<file path="src/rtl/qdr_rd_pkg.sv">
package qdr_rd_pkg;

    typedef enum logic [2:0] {
        RS_IDLE,
        RS_SEL,
        RS_WAIT1,
        RS_WAIT2,
        RS_BEAT
    } rise_st_t;

    typedef enum logic {
        FS_IDLE,
        FS_ACT
    } fall_st_t;

endpackage

</file>
<file path="src/rtl/qdr_rd_rise_fsm.sv">
module qdr_rd_rise_fsm
    import qdr_rd_pkg::*;
#(
    parameter bit LAT_HALF_CYCLE = 1'b1
) (
    input  logic clk,
    input  logic rst_n,
    input  logic rd_req,
    output logic sel_n,
    output logic addr_en,
    output logic beat_en,
    output logic handoff
);

    rise_st_t state_q;
    rise_st_t state_d;

    // next-state logic
    always_comb begin
        state_d = state_q;
        unique case (state_q)
            RS_IDLE:  state_d = rd_req ? RS_SEL : RS_IDLE;
            RS_SEL:   state_d = RS_WAIT1;
            RS_WAIT1: state_d = LAT_HALF_CYCLE ? RS_WAIT2 : RS_BEAT;
            RS_WAIT2: state_d = RS_BEAT;
            RS_BEAT:  state_d = RS_IDLE;
            default:  state_d = RS_IDLE;
        endcase
    end

    always_ff @(posedge clk or negedge rst_n) begin
        if (!rst_n) begin
            state_q <= RS_IDLE;
        end else begin
            state_q <= state_d;
        end
    end

    // output decode
    always_comb begin
        sel_n   = 1'b1;
        addr_en = 1'b0;
        beat_en = 1'b0;
        handoff = 1'b0;
        unique case (state_q)
            RS_IDLE:  ;
            RS_SEL: begin
                sel_n   = 1'b0;
                addr_en = 1'b1;
            end
            RS_WAIT1: ;
            RS_WAIT2: handoff = LAT_HALF_CYCLE;
            RS_BEAT: begin
                beat_en = 1'b1;
                handoff = !LAT_HALF_CYCLE;
            end
            default:  ;
        endcase
    end

    // select is asserted for one cycle per command
    a_r2_sel_single: assert property (@(posedge clk) disable iff (!rst_n)
        !sel_n |=> sel_n);

    // a request in a busy state never starts a command at the next edge
    a_r6_busy_hold: assert property (@(posedge clk) disable iff (!rst_n)
        (rd_req && state_q != RS_IDLE) |=> sel_n);

    // handoff flag is a single-cycle pulse
    a_r7_flag_pulse: assert property (@(posedge clk) disable iff (!rst_n)
        handoff |=> !handoff);

endmodule

</file>
<file path="src/rtl/qdr_rd_fall_fsm.sv">
module qdr_rd_fall_fsm
    import qdr_rd_pkg::*;
(
    input  logic clk,
    input  logic rst_n,
    input  logic handoff,
    output logic act_en
);

    fall_st_t state_q;
    fall_st_t state_d;

    always_comb begin
        state_d = state_q;
        unique case (state_q)
            FS_IDLE: state_d = handoff ? FS_ACT : FS_IDLE;
            FS_ACT:  state_d = FS_IDLE;
            default: state_d = FS_IDLE;
        endcase
    end

    always_ff @(negedge clk or negedge rst_n) begin
        if (!rst_n) begin
            state_q <= FS_IDLE;
        end else begin
            state_q <= state_d;
        end
    end

    always_comb begin
        act_en = 1'b0;
        unique case (state_q)
            FS_IDLE: act_en = 1'b0;
            FS_ACT:  act_en = 1'b1;
            default: act_en = 1'b0;
        endcase
    end

    // the flag seen at a falling edge produces the action
    a_r7_flag_to_act: assert property (@(negedge clk) disable iff (!rst_n)
        handoff |=> act_en);

    // the action lasts exactly one period
    a_r7_act_once: assert property (@(negedge clk) disable iff (!rst_n)
        act_en |=> !act_en);

endmodule

</file>
<file path="src/rtl/qdr_rd_seq.sv">
module qdr_rd_seq #(
    parameter bit LAT_HALF_CYCLE = 1'b1
) (
    input  logic clk,
    input  logic rst_n,
    input  logic rd_req,
    output logic rd_sel_n,
    output logic rd_addr_en,
    output logic beat0_cap_en,
    output logic beat1_cap_en,
    output logic rd_valid
);

    logic rise_beat;
    logic handoff;
    logic fall_act;

    qdr_rd_rise_fsm #(
        .LAT_HALF_CYCLE(LAT_HALF_CYCLE)
    ) u_rise (
        .clk     (clk),
        .rst_n   (rst_n),
        .rd_req  (rd_req),
        .sel_n   (rd_sel_n),
        .addr_en (rd_addr_en),
        .beat_en (rise_beat),
        .handoff (handoff)
    );

    qdr_rd_fall_fsm u_fall (
        .clk     (clk),
        .rst_n   (rst_n),
        .handoff (handoff),
        .act_en  (fall_act)
    );

    // latency option picks which edge domain owns each beat
    generate
        if (LAT_HALF_CYCLE) begin : g_lat_2p5
            assign beat0_cap_en = fall_act;
            assign beat1_cap_en = rise_beat;
            assign rd_valid     = rise_beat;
        end else begin : g_lat_2p0
            assign beat0_cap_en = rise_beat;
            assign beat1_cap_en = fall_act;
            assign rd_valid     = fall_act;
        end
    endgenerate

    // no capture while the command is on the bus
    a_r1_sel_no_cap: assert property (@(posedge clk) disable iff (!rst_n)
        !rd_sel_n |-> (!beat0_cap_en && !beat1_cap_en && !rd_valid));

    // valid only together with the second-beat enable
    a_r5_valid_with_beat1: assert property (@(negedge clk) disable iff (!rst_n)
        rd_valid |-> beat1_cap_en);

endmodule

</file>
<file path="config.mk">
export PLATFORM = sky130hd
export DESIGN_NAME = qdr_rd_seq
export DESIGN_NICKNAME = d
export VERILOG_FILES = /design/src/rtl/qdr_rd_pkg.sv /design/src/rtl/qdr_rd_rise_fsm.sv /design/src/rtl/qdr_rd_fall_fsm.sv /design/src/rtl/qdr_rd_seq.sv
export SDC_FILE = /design/constraint.sdc
export NUM_CORES = 1
export LEC_CHECK = 0
export BUFFER_PORTS_ARGS = -buffer_cell sky130_fd_sc_hd__buf_4
export CAP_MARGIN = 0
export CORE_AREA = 2 2 39 41
export DETAILED_ROUTE_END_ITERATION = 10
export DIE_AREA = 0 0 41 43
export SYNTH_ARGS = -nofsm -noshare
export SYNTH_HDL_FRONTEND = slang
export SYNTH_SLANG_ARGS = --single-unit
</file>
<file path="constraint.sdc">
create_clock -name clk -period 2.23 [get_ports clk]
set_input_delay 0.5575 -clock clk [delete_from_list [all_inputs] [get_ports clk]]
set_output_delay 0.5575 -clock clk [all_outputs]
set_load 0.005 [all_outputs]
</file>
==> results_dict.tcl <==
set metrics [dict create \
    cts_made_buffers 3 \
    synthTopCellsByArea "dfrtp_1 (45%), dfrtn_1 (15%), and3b_2 (6.1%), or3b_1 (5.3%), xnor2_1 (5.3%)" \
    clk_path_buf_depth 2 \
    critPathKind "reg2out" \
    synth.most_common_cell "dfrtp_1" \
    syn_avg_cell_area_um2 11.8 \
    antenna_cells 0 \
    r2r-start "u_rise.state_q[0]" \
    cts_sinks 4 \
    syn_area_um2 165 \
    fin_tns_setup_ns -0.195 \
    synth.ff_latch_count 4 \
    worst-r2r-cell-count 2 \
    drv_slew 0 \
    cp.arrival_ns 1.87 \
    synth_ff_type "dfrtp_1" \
    synth_edf_count 0 \
    place_hpwl_um 226 \
    r2r_setup_slack_ns 0.20 \
    ys_warn_count 0 \
    h-tree-depth 1 \
    place_congestion 0.520 \
    power_frac_comb 0.357 \
    hold_viol_final 0 \
    p_int_mw 0.262 \
    synth_cell_types 11 \
    vias 130 \
    ioPinCount 8 \
    setup_viol 1 \
    ys_seq_area_frac 0.606 \
    antenna_found_initial 0 \
    wl_per_cell_um 7.29 \
    start_kind "register" \
    fin_ws_ns -0.195 \
    synth_top_area_share 0.455 \
    core_um2 1380 \
    critPathBufInv 1 \
    clkSlewWorstSetupHoldPaths_ns 0.04 \
    multi_input_area_um2 53.8 \
    p_switching_mw 0.106 \
    initialDrtViolationCount 3 \
    grt_max_degree 6 \
    crit_path_cell_trace "buf_4" \
    async_flop_share 1.00 \
    die_x_um 41 \
    end_kind "primary output" \
    seq_area_um2 100 \
    wl_um 299 \
    routed_via_density 3.17 \
    post_dp_cell_area_um2 230 \
    chipHeight_um 43 \
    cts_tree "done" \
    cts_resized 0 \
    max_stage_delay_ns 0.40 \
    utilization 0.191 \
    cts_root_buffer "clkbuf_4" \
    synth_largest_area_cell "dfrtp_1" \
    critical_path.max_fanout 2 \
    io_buffers 7 \
    grt_usage 0.0516 \
    drcViolationCount 0 \
    status "complete, but fails checks" \
    crit_slowest_cell "dfrtn_1" \
    grt.overflow.total 0 \
    peakVddDrop_mv 0.210 \
    clock_latency_ns 0.24 \
    finalNetCount 29 \
    postCtsHoldBufs 0 \
    num_rows 14 \
    synthToLayoutAreaGrowth_pct 59.8 \
    relSlewSlack 0.838 \
    p_leak_nw 0.136 \
    start_util 0.119 \
    drtPass1Iterations 2 \
    grt_pass1_vias 139 \
    finalPower_mw 0.368 \
    drv_cap 0 \
    tightestPinTransition_ns 0.242 \
    antenna_left 0 \
    r2r_end "u_fall.state_q" \
    layout-drive-gt1-share 0.480 \
    dieArea_um2 1760 \
    violations "setup timing" \
    grt_pass1_wl_um 510 \
    synth_nets 17 \
    fillers 151 \
    clock-skew-final_ns 0.0146 \
    crit_required_ns 1.67 \
    synth_common_cells "dfrtp_1 (3), nor2_1 (2)" \
    clkPwrFrac 0.260 \
    min_path_type "in2async" \
    p_sw_frac 0.288 \
    critPathTopFamily "flip-flops" \
    synthCells 14 \
    power_frac_seq 0.383 \
    power_density_nw_per_um2 1400 \
    grt_setup_unrepaired "yes" \
    fin_area_um2 264 \
]
[worst max-delay path by stage]
stage | endpoint | slack [ns] | from | cells past startpoint
detailed placement | beat0_cap_en | 0.05 | u_fall.state_q | 1
finish | beat0_cap_en | -0.19 | u_fall.state_q | 1
CTS | beat0_cap_en | -0.21 | u_fall.state_q | 1
global placement | beat0_cap_en | 0.07 | u_fall.state_q | 1
floorplan | beat0_cap_en | 0.16 | u_fall.state_q | 0
global route | beat0_cap_en | -0.21 | u_fall.state_q | 1
[sequential cells by signal, summed over array words and instances, names as in the netlist]
signal,count
u_fall.state_q,1
u_rise.state_q,3
[layout by cell type, fill, tap and decap left out]
cell type,instances
nor3_1,1
dfrtp_1,3
buf_4,8
dfrtn_1,1
inv_1,1
clkbuf_1,1
clkbuf_4,3
nor2_1,2
xnor2_1,1
nor2b_1,1
or3b_1,1
and3b_2,1
nor3b_1,1
[timing repair]
item	in CTS	in global routing
gates cloned	0	0
buffers inserted	0	1
endpoints found under the setup margin	1	1
[stage by stage]
step	setup slack, ns	instances	hold slack, ns
global placement	0.0679	36	0.357
detailed placement	0.0506	36	0.355
global route	-0.214	41	0.106
CTS	-0.212	40	0.102
floorplan	0.162	14	0.262
finish	-0.195	41	0.110
[kinds of logic (layout without fill, tap and decap cells)]
group	after synthesis	count (layout)	share of synthesized area
AND/OR/NAND/NOR	7	7	0.273
flip-flops	4	4	0.606
buffers and inverters	2	13	0.0682
XOR/XNOR	1	1	0.0530
[routing by layer]
layer	track usage	part of all wire	vias to the layer above
met4	0.0800	0	0
met5	0	0	-
met1	0.0428	0.31	58
met3	0.0314	0.12	0
met2	0.0625	0.57	5
li1	-	-	67
[power groups by stage]
stage          clock, mW  sequential [mW]  combinational [mW]
6_report          0.0957            0.141               0.132
5_1_grt            0.103            0.151               0.151
4_1_cts            0.102            0.142               0.125
3_5_place_dp           0            0.143               0.125
3_3_place_gp           0            0.140               0.124
2_1_floorplan          0            0.136              0.0689
[final cells by class]
type | count | share of cell area
Timing Repair Buffer | 8 | 0.227
Sequential cell | 4 | 0.379
Clock buffer | 4 | 0.0995
Tap cell | 16 | 0.0758
Multi-Input combinational cell | 8 | 0.204
Inverter | 1 | 0.0142
Power figures use the tool's default switching activity.
